--- src/rtl/epl_pkg.sv ---
package epl_pkg;

    localparam int SMP_W_DEF = 4;
    localparam int ACC_W_DEF = 24;
    localparam int CNT_W_DEF = 16;

    // tap indices, in order of code lag
    typedef enum int {
        TAP_EARLY  = 0,
        TAP_PROMPT = 1,
        TAP_LATE   = 2
    } tap_e;

    localparam int NUM_TAPS = 3;

    // chip values of the three replicas, 0 = +1, 1 = -1
    typedef struct packed {
        logic early;
        logic prompt;
        logic late;
    } taps_t;

    function automatic logic tap_chip(taps_t t, int idx);
        case (idx)
            TAP_EARLY:  return t.early;
            TAP_PROMPT: return t.prompt;
            default:    return t.late;
        endcase
    endfunction

endpackage

--- src/rtl/epl_code_taps.sv ---
module epl_code_taps
    import epl_pkg::*;
#(
    parameter int DELAY_STAGES = 2
) (
    input  logic  clk,
    input  logic  rst,
    input  logic  code_chip,
    input  logic  half_tick,
    output taps_t taps_o
);

    logic [DELAY_STAGES-1:0] sh_q;

    always_ff @(posedge clk) begin
        if (rst) begin
            sh_q[0] <= 1'b0;
        end else if (half_tick) begin
            sh_q[0] <= code_chip;
        end
    end

    for (genvar i = 1; i < DELAY_STAGES; i++) begin : g_stage
        always_ff @(posedge clk) begin
            if (rst) begin
                sh_q[i] <= 1'b0;
            end else if (half_tick) begin
                sh_q[i] <= sh_q[i-1];
            end
        end
    end

    always_comb begin
        taps_o.early  = code_chip;
        taps_o.prompt = sh_q[0];
        taps_o.late   = sh_q[DELAY_STAGES-1];
    end

    // prompt takes the early chip seen at the boundary
    a_r3_prompt_follows: assert property (@(posedge clk) disable iff (rst)
        half_tick |=> taps_o.prompt == $past(taps_o.early));

    // late takes the prompt chip seen at the boundary
    a_r3_late_follows: assert property (@(posedge clk) disable iff (rst)
        half_tick |=> taps_o.late == $past(taps_o.prompt));

    // no boundary, prompt and late stand still
    a_r3_taps_still: assert property (@(posedge clk) disable iff (rst)
        !half_tick |=> ($stable(taps_o.prompt) && $stable(taps_o.late)));

endmodule

--- src/rtl/epl_tap_accum.sv ---
module epl_tap_accum #(
    parameter int SMP_W = 4,
    parameter int ACC_W = 24
) (
    input  logic                    clk,
    input  logic                    rst,
    input  logic                    smp_valid,
    input  logic signed [SMP_W-1:0] smp_data,
    input  logic                    chip,
    input  logic                    dump,
    output logic signed [ACC_W-1:0] acc_o
);

    localparam int EXT_W = ACC_W - SMP_W;

    logic signed [ACC_W-1:0] ext;
    logic signed [ACC_W-1:0] prod;
    logic signed [ACC_W-1:0] acc_q;

    always_comb begin
        ext  = {{EXT_W{smp_data[SMP_W-1]}}, smp_data};
        prod = chip ? -ext : ext;
    end

    always_ff @(posedge clk) begin
        if (rst) begin
            acc_q <= '0;
        end else if (dump) begin
            acc_q <= smp_valid ? prod : '0;
        end else if (smp_valid) begin
            acc_q <= acc_q + prod;
        end
    end

    assign acc_o = acc_q;

    // invalid samples leave the sum alone
    a_r4_sum_hold: assert property (@(posedge clk) disable iff (rst)
        (!smp_valid && !dump) |=> $stable(acc_q));

    // a dump without a sample starts the new period at zero
    a_r6_sum_restart: assert property (@(posedge clk) disable iff (rst)
        (dump && !smp_valid) |=> acc_q == '0);

    // a single sample in a fresh period has the magnitude of the sample
    a_r2_first_sign: assert property (@(posedge clk) disable iff (rst)
        (dump && smp_valid && !chip) |=> acc_q == $past(ext));

endmodule

--- src/rtl/epl_sample_count.sv ---
module epl_sample_count #(
    parameter int CNT_W = 16
) (
    input  logic             clk,
    input  logic             rst,
    input  logic             smp_valid,
    input  logic             dump,
    output logic [CNT_W-1:0] cnt_o
);

    logic [CNT_W-1:0] cnt_q;

    always_ff @(posedge clk) begin
        if (rst) begin
            cnt_q <= '0;
        end else if (dump) begin
            cnt_q <= smp_valid ? CNT_W'(1) : '0;
        end else if (smp_valid) begin
            cnt_q <= cnt_q + CNT_W'(1);
        end
    end

    assign cnt_o = cnt_q;

    // a sample arriving with the dump opens the new count
    a_r6_count_restart: assert property (@(posedge clk) disable iff (rst)
        (dump && smp_valid) |=> cnt_q == CNT_W'(1));

    // count advances by one per valid sample within a period
    a_r4_count_step: assert property (@(posedge clk) disable iff (rst)
        (!dump && smp_valid) |=> cnt_q == $past(cnt_q) + CNT_W'(1));

endmodule

--- src/rtl/epl_dump_latch.sv ---
module epl_dump_latch #(
    parameter int ACC_W = 24,
    parameter int CNT_W = 16
) (
    input  logic                    clk,
    input  logic                    rst,
    input  logic                    dump,
    input  logic signed [ACC_W-1:0] acc_early,
    input  logic signed [ACC_W-1:0] acc_prompt,
    input  logic signed [ACC_W-1:0] acc_late,
    input  logic [CNT_W-1:0]        cnt,
    output logic                    out_valid,
    output logic signed [ACC_W-1:0] out_early,
    output logic signed [ACC_W-1:0] out_prompt,
    output logic signed [ACC_W-1:0] out_late,
    output logic [CNT_W-1:0]        out_count,
    output logic signed [ACC_W:0]   out_disc
);

    logic signed [ACC_W:0] disc;

    always_comb begin
        disc = {acc_early[ACC_W-1], acc_early} - {acc_late[ACC_W-1], acc_late};
    end

    always_ff @(posedge clk) begin
        if (rst) begin
            out_valid  <= 1'b0;
            out_early  <= '0;
            out_prompt <= '0;
            out_late   <= '0;
            out_count  <= '0;
            out_disc   <= '0;
        end else begin
            out_valid <= dump;
            if (dump) begin
                out_early  <= acc_early;
                out_prompt <= acc_prompt;
                out_late   <= acc_late;
                out_count  <= cnt;
                out_disc   <= disc;
            end
        end
    end

    // reset empties the result registers
    a_r1_reset_clear: assert property (@(posedge clk)
        rst |=> (!out_valid && out_count == '0 && out_disc == '0));

    // the strobe lasts one cycle unless another dump follows
    a_r5_single_pulse: assert property (@(posedge clk) disable iff (rst)
        (out_valid && !dump) |=> !out_valid);

    // results stay put while no new result is announced
    a_r8_hold: assert property (@(posedge clk) disable iff (rst)
        !out_valid |-> ($stable(out_early) && $stable(out_late) &&
                        $stable(out_prompt) && $stable(out_count)));

    // discriminator matches the latched early and late sums
    a_r7_disc: assert property (@(posedge clk) disable iff (rst)
        out_valid |-> out_disc == ({out_early[ACC_W-1], out_early} -
                                   {out_late[ACC_W-1], out_late}));

endmodule

--- src/rtl/epl_correlator.sv ---
module epl_correlator
    import epl_pkg::*;
#(
    parameter int SMP_W = SMP_W_DEF,
    parameter int ACC_W = ACC_W_DEF,
    parameter int CNT_W = CNT_W_DEF
) (
    input  logic                    clk,
    input  logic                    rst,
    input  logic                    smp_valid,
    input  logic signed [SMP_W-1:0] smp_data,
    input  logic                    code_chip,
    input  logic                    half_tick,
    input  logic                    dump,
    output logic                    out_valid,
    output logic signed [ACC_W-1:0] out_early,
    output logic signed [ACC_W-1:0] out_prompt,
    output logic signed [ACC_W-1:0] out_late,
    output logic [CNT_W-1:0]        out_count,
    output logic signed [ACC_W:0]   out_disc
);

    localparam int DELAY_STAGES = NUM_TAPS - 1;

    taps_t                   taps;
    logic signed [ACC_W-1:0] acc [NUM_TAPS];
    logic [CNT_W-1:0]        cnt;

    epl_code_taps #(
        .DELAY_STAGES(DELAY_STAGES)
    ) u_taps (
        .clk      (clk),
        .rst      (rst),
        .code_chip(code_chip),
        .half_tick(half_tick),
        .taps_o   (taps)
    );

    for (genvar t = 0; t < NUM_TAPS; t++) begin : g_tap
        epl_tap_accum #(
            .SMP_W(SMP_W),
            .ACC_W(ACC_W)
        ) u_acc (
            .clk      (clk),
            .rst      (rst),
            .smp_valid(smp_valid),
            .smp_data (smp_data),
            .chip     (tap_chip(taps, t)),
            .dump     (dump),
            .acc_o    (acc[t])
        );
    end

    epl_sample_count #(
        .CNT_W(CNT_W)
    ) u_cnt (
        .clk      (clk),
        .rst      (rst),
        .smp_valid(smp_valid),
        .dump     (dump),
        .cnt_o    (cnt)
    );

    epl_dump_latch #(
        .ACC_W(ACC_W),
        .CNT_W(CNT_W)
    ) u_latch (
        .clk       (clk),
        .rst       (rst),
        .dump      (dump),
        .acc_early (acc[TAP_EARLY]),
        .acc_prompt(acc[TAP_PROMPT]),
        .acc_late  (acc[TAP_LATE]),
        .cnt       (cnt),
        .out_valid (out_valid),
        .out_early (out_early),
        .out_prompt(out_prompt),
        .out_late  (out_late),
        .out_count (out_count),
        .out_disc  (out_disc)
    );

endmodule

--- config.mk ---
export PLATFORM = sky130hd
export DESIGN_NAME = epl_correlator
export DESIGN_NICKNAME = d
export VERILOG_FILES = /design/src/rtl/epl_pkg.sv /design/src/rtl/epl_code_taps.sv /design/src/rtl/epl_tap_accum.sv /design/src/rtl/epl_sample_count.sv /design/src/rtl/epl_dump_latch.sv /design/src/rtl/epl_correlator.sv
export SDC_FILE = /design/constraint.sdc
export NUM_CORES = 1
export LEC_CHECK = 0
export ABC_CLOCK_PERIOD_IN_PS = 3600
export BUFFER_PORTS_ARGS = -buffer_cell sky130_fd_sc_hd__buf_2
export CORE_MARGIN = 1.5
export CORE_UTILIZATION = 56
export CTS_BUF_LIST = sky130_fd_sc_hd__clkbuf_8
export DETAILED_ROUTE_END_ITERATION = 10
export GPL_TIMING_DRIVEN = 0
export PLACE_DENSITY_LB_ADDON = 0.08
export RECOVER_POWER = 50
export SLEW_MARGIN = 20
export SYNTH_ARGS = -nofsm -noshare
export SYNTH_HDL_FRONTEND = slang
export SYNTH_SLANG_ARGS = --single-unit
--- constraint.sdc ---
create_clock -name clk -period 3.6 [get_ports clk]
set_clock_uncertainty 0.15 [all_clocks]
set_input_delay 0.36 -clock clk [delete_from_list [all_inputs] [get_ports clk]]
set_output_delay 0.36 -clock clk [all_outputs]
set_load 0.01 [all_outputs]
Word-level counts from Yosys, hierarchy flattened:

Index checks and enable logic that the tools add are counted.

* register bits after elaboration: 204
* input bits: 10

* add/subtract/negate cells: 6
* muxes and demuxes: 15
* reductions and logical operators: 1

Operators with widths (number)
* 24-bit two-way mux: 12
* 24-bit adder: 3
* 16-bit two-way mux: 2
* 24-bit by 24-bit subtractor with 25-bit output: 1
* 4-bit negator with 24-bit output: 1
* 16-bit by 1-bit adder with 16-bit output (second input constant): 1
* 2-bit nonzero test: 1
* 1-bit two-way mux: 1

Longest topological paths before layout:

* depth in word-level cells: 5
* depth in mapped cells: 17

Hierarchy:

From an unflattened synthesis, not the netlist that was laid out.

* cell total of the unflattened synthesis: 1639
* area total of the unflattened synthesis: 13341.5 um2

Modules (own cells, without submodules)
* epl_dump_latch: times used 1, cells each 595, area an instance 5386.4 um2, sequential area each 2282.2 um2
* epl_tap_accum at g_tap[1].u_acc ...: times used 2, cells each 306, area an instance 2361.0 um2, sequential area each 480.5 um2
* epl_tap_accum at g_tap[0].u_acc: times used 1, cells each 340, area an instance 2431.1 um2, sequential area each 480.5 um2
* epl_sample_count: times used 1, cells each 85, area an instance 726.9 um2, sequential area each 320.3 um2
* epl_code_taps: times used 1, cells each 7, area an instance 75.1 um2, sequential area each 40.0 um2

Worst setup path before layout:

Ideal clock, no wire load.

* path type: input to register
* from: input smp_data[1]
* to: register g_tap[0].u_acc.acc_q[17]
* arrival time: 3393 ps
* required time: 3376 ps
* setup slack: -18 ps
* cell stages on the path: 15
* path buffers: 0
* cells stage by stage: inv_1 -> ha_1 -> nand2_1 -> ha_1 -> a21oi_1 -> ha_1 -> and3_1 -> a2111o_1 -> a21bo_1 -> o211ai_2 -> o21ai_1 -> a311oi_1 -> xnor2_1 -> nand2_1 -> a31oi_1

* cells in the longest elaborated chain, start to end: 5
* elaborated cells on any way between the ends: 6
* classes of those cells: add/sub (2); mux (4)

Ends and longest elaborated chain
* start: declaration: line epl_correlator.sv:11 `input logic signed [SMP_W-1:0] smp_data,`
* 4-bit negator with 24-bit output: line epl_tap_accum.sv:22 `prod = chip ? -ext : ext;`
* 24-bit two-way mux *: line epl_tap_accum.sv:22
* 24-bit adder: line epl_tap_accum.sv:31 `acc_q <= acc_q + prod;`
* 24-bit two-way mux: line epl_tap_accum.sv:30 `end else if (smp_valid) begin`
* 24-bit two-way mux *: line epl_tap_accum.sv:28 `end else if (dump) begin`
* end signal: assignment: line epl_tap_accum.sv:29 `acc_q <= smp_valid ? prod : '0;`
* end signal: assignment: line epl_tap_accum.sv:31
* end: declaration: line epl_tap_accum.sv:18 `logic signed [ACC_W-1:0] acc_q;`

Every way passes the cells marked *; elsewhere a longest branch is shown, timed or not. The select of a mux whose other input is x is not followed.
A chain may end at the register's enable or synchronous reset.

Final worst setup path:

* from: input smp_data[2]
* to: register g_tap[2].u_acc.acc_q[23]

* cells in the longest elaborated chain, start to end: 5
* elaborated cells on any way between the ends: 6
* classes of those cells: add/sub (2); mux (4)

Ends and longest elaborated chain (line)
* 4-bit negator with 24-bit output: epl_tap_accum.sv:22
* 24-bit two-way mux *: epl_tap_accum.sv:22
* 24-bit adder: epl_tap_accum.sv:31
* 24-bit two-way mux: epl_tap_accum.sv:30
* 24-bit two-way mux *: epl_tap_accum.sv:28
* end signal: assignment: epl_tap_accum.sv:29
* end signal: assignment: epl_tap_accum.sv:31
* end: declaration: epl_tap_accum.sv:18

Marks and branches as above.

==> qor.yml <==
route:
  drtAntennaViolNets: 0
  routed_wl_mm: 40.6
  via_per_inst: 6.09
  vias: 11987
  wl_per_cell_um: 20.7
  drc: 0
  drtIter0Drc: 861
  drtPass1Iterations: 8
grt:
  grt_use_total_pct: 34.4
  use_met2_pct: 54.4
  grt_pass1_wl_mm: 63.2
  grt_pass1_vias: 11299
  top_usage_layer: "met2"
  grt_max_degree: 11
  grt.met3_usage_pct: 7.11
  antenna_found_initial: 1
  use_met1_pct: 44.9
  grt_overflow_total: 0
layout:
  final_cell_mix: "nor2_1, dfxtp_1, clkbuf_1"
  fin_nets: 1773
  area_growth_pct: 14.2
  drive_gt1_share_pct: 7.17
  final_common_cell: "nor2_1"
  utilization_pct: 65.6
pwr:
  vdd_ir_drop_max_uv: 340
  power_density_mw_per_mm2: 481
  p_seq_share_pct: 37.2
  cellLeakagePower_nw: 6.22
  switching_share_pct: 35.0
  clkPwrFrac_pct: 31.8
  internal_power_mw: 4.49
  switchingPower_mw: 2.42
  p_comb_share_pct: 31.0
sta:
  finalSetupViolations: 0
  report.final.slew_viol_count: 0
  hold_viol: 0
  timing.final.crit_share_pct: 98.2
  period_needed_ns: 3.53
  whs_ns: 0.0602
  rsz0062_at_grt: "true"
  setup_slack_ns: 0.0655
  max_freq_ghz: 0.283
  worstMarginPinSlew_ns: 0.991
  slew_headroom_pct: 33.9
synth:
  synth_area_mm2: 0.0126
  synth_top_area_share_pct: 32.5
  synth-seq-area-share_pct: 32.5
  ys_seq_elements: 204
  synth_top_area_cell: "dfxtp_1"
  synth_area_per_cell_um2: 8.40
  yosysWarningCount: 0
  synth-edff-count: 0
  yosys-top-cells-area: "dfxtp_1, ha_1, mux2i_1, nor2_1, a21oi_1"
  synth-main-ff-cell: "dfxtp_1"
  syn-num-nets: 1608
  ys_async_sr_fraction_pct: 0
  synth_cells: 1496
  netlist-cell-type-count: 78
die:
  die-area_mm2: 0.0233
  die_y_um: 153
  ioPinCount: 124
  die_x_um: 153
  rows: 54
  coreArea_mm2: 0.0219
  initial_utilization_pct: 57.4
cts:
  clockBufferDepth: 3
  h-tree-depth: 2
  clk_pin_slew_ns: 0.07
  cts-root-buf: "clkbuf_8"
  clk_latency_ns: 0.55
  clock_sinks: 204
  cts_made_buffers: 37
  cts_tree: "yes"
hold_path:
  hold_class: "primary input to register"
place:
  hpwlAfterDp_mm: 30.2
  dp_slack_ns: -0.714
  place.port_buffers: 122
  gp_congestion: 0.951
setup_path:
  crit_chain: "buf_2, or3_1, nand2b_1, ha_2, a21oi_4, ha_1, a21o_1, a21oi_2, o22ai_2, nor2_2, a211o_1, a311o_1, a21oi_2, a21oi_1, nand4b_1"
  worstPathMaxFanout: 5
  worst_path_dominant_cell_family: "compound AO/OA/AOI/OAI gates"
  start_kind: "primary input"
  slowest_delay_ns: 0.45
  worstPathRequired_ns: 3.85
  end_kind: "register"
  path_common_cell: "a21oi_2"
  cp_slowest_cell: "or3_1"
  criticalPathCategory: "primary input to register"
  worstPathArrival_ns: 3.79
  cp_num_buf_inv: 1
run_status:
  outcome: "finished, final reports clean"
job:
  maxCapViolations: 0
==> power groups by stage <==
stage	Clock [mW]	Sequential (mW)	Combinational [mW]
final	2.20	2.57	2.14
after global routing	2.33	2.59	2.34
after detailed placement	0	2.61	2.06
after global placement	0	2.61	2.03
after floorplan	0	2.61	1.51
after CTS	2.22	2.57	2.08
==> flip-flops by register name, summed over array words and instances (netlist names) <==
| signal | count |
|---|---|
| u_cnt.cnt_o | 16 |
| u_latch.out_disc | 25 |
| u_latch.out_early | 24 |
| u_latch.out_valid | 1 |
| u_latch.out_late | 24 |
| g_tap.u_acc.acc_o | 72 |
| u_latch.out_prompt | 24 |
| u_taps.taps_o | 2 |
| u_latch.out_count | 16 |
==> through the flow <==
| stage | cells | power, mW | instance area, um^2 | TNS, ns |
|---|---|---|---|---|
| finish | 1968 | 6.91 | 14400 | 0 |
| detailed placement | 1898 | 4.67 | 13500 | -18.34 |
| floorplan | 1496 | 4.12 | 12600 | 0 |
| CTS | 1964 | 6.87 | 14300 | 0 |
| global placement | 1898 | 4.64 | 13500 | -17.65 |
| global route | 1968 | 7.26 | 14400 | -0.0920 |
==> worst min-delay path: stages <==
cell     delay, ns
buf_2         0.15
nand2_1       0.13
a21oi_1       0.07
==> layout make-up <==
class | count | area [um^2]
multi-input cells | 1163 | 8190
fillers | 2011 | 7540
flip-flops and latches | 204 | 4080
clock buffers | 45 | 619
repair buffers | 127 | 505
well taps | 280 | 350
plain buffers | 70 | 267
inverters | 58 | 221
clock inverters | 20 | 111
diodes | 1 | 2.50
==> kinds of logic after synthesis <==
| kind of cell | after synthesis | synth area share [%] |
|---|---|---|
| simple gates | 455 | 16.4 |
| compound gates | 394 | 20.8 |
| flops | 204 | 32.5 |
| buf+inv | 129 | 3.85 |
| mux | 128 | 10.3 |
| fa+ha+maj | 102 | 10.4 |
| xor+xnor | 84 | 5.85 |
==> cell usage after synthesis (3+ instances only) <==
| master | instances |
|---|---|
| a211o_1 | 5 |
| a211oi_1 | 16 |
| a21boi_1 | 3 |
| a21o_1 | 40 |
| a21oi_1 | 129 |
| a221oi_1 | 5 |
| a22o_1 | 10 |
| a22oi_1 | 5 |
| a31oi_1 | 22 |
| a32o_1 | 3 |
| and2_1 | 9 |
| and3_1 | 16 |
| buf_1 | 10 |
| clkbuf_1 | 61 |
| dfxtp_1 | 204 |
| fa_1 | 4 |
| ha_1 | 98 |
| inv_1 | 57 |
| mux2_2 | 6 |
| mux2i_1 | 121 |
| nand2_1 | 91 |
| nand2b_1 | 14 |
| nand3_1 | 36 |
| nand4_1 | 8 |
| nand4b_1 | 3 |
| nor2_1 | 214 |
| nor2b_1 | 11 |
| nor3_1 | 20 |
| nor3b_1 | 4 |
| nor4_1 | 5 |
| nor4b_1 | 3 |
| o211ai_1 | 5 |
| o21a_1 | 30 |
| o21ai_0 | 38 |
| o21ai_1 | 20 |
| o21bai_1 | 10 |
| o221ai_1 | 3 |
| o22ai_1 | 10 |
| o31a_1 | 5 |
| o31ai_1 | 3 |
| or3_1 | 9 |
| or4_1 | 3 |
| xnor2_1 | 60 |
| xor2_1 | 24 |
==> final timing paths <==
| path | cells past startpoint | from | slack [ns] | end |
|---|---|---|---|---|
| worst min register to register | 2 | u_latch.out_disc[14] | 0.32 | u_latch.out_disc[14] |
| worst min-delay path | 3 | smp_data[0] | 0.06 | g_tap[1].u_acc.acc_o[0] |
| worst max register to register | 13 | u_taps.taps_o[0] | 0.14 | g_tap[2].u_acc.acc_o[23] |
| worst max-delay path | 15 | smp_data[2] | 0.07 | g_tap[2].u_acc.acc_o[23] |
==> metal layers <==
metal | vias up | share of wire (%)
li1 | 5692 | -
met1 | 5601 | 42
met2 | 561 | 43
met3 | 133 | 9.3
met4 | 0 | 5.0
met5 | - | 0
==> timing repair <==
action                                  in CTS  in global routing
setup buffers                                0                  4
resized for setup                           10                 32
pin swaps                                    1                  4
hold endpoints to repair                     2                  0
hold buffers                                 1                  0
cloned                                       0                  0
endpoints found under the setup margin      13                 22
Power figures use the tool's default switching activity.
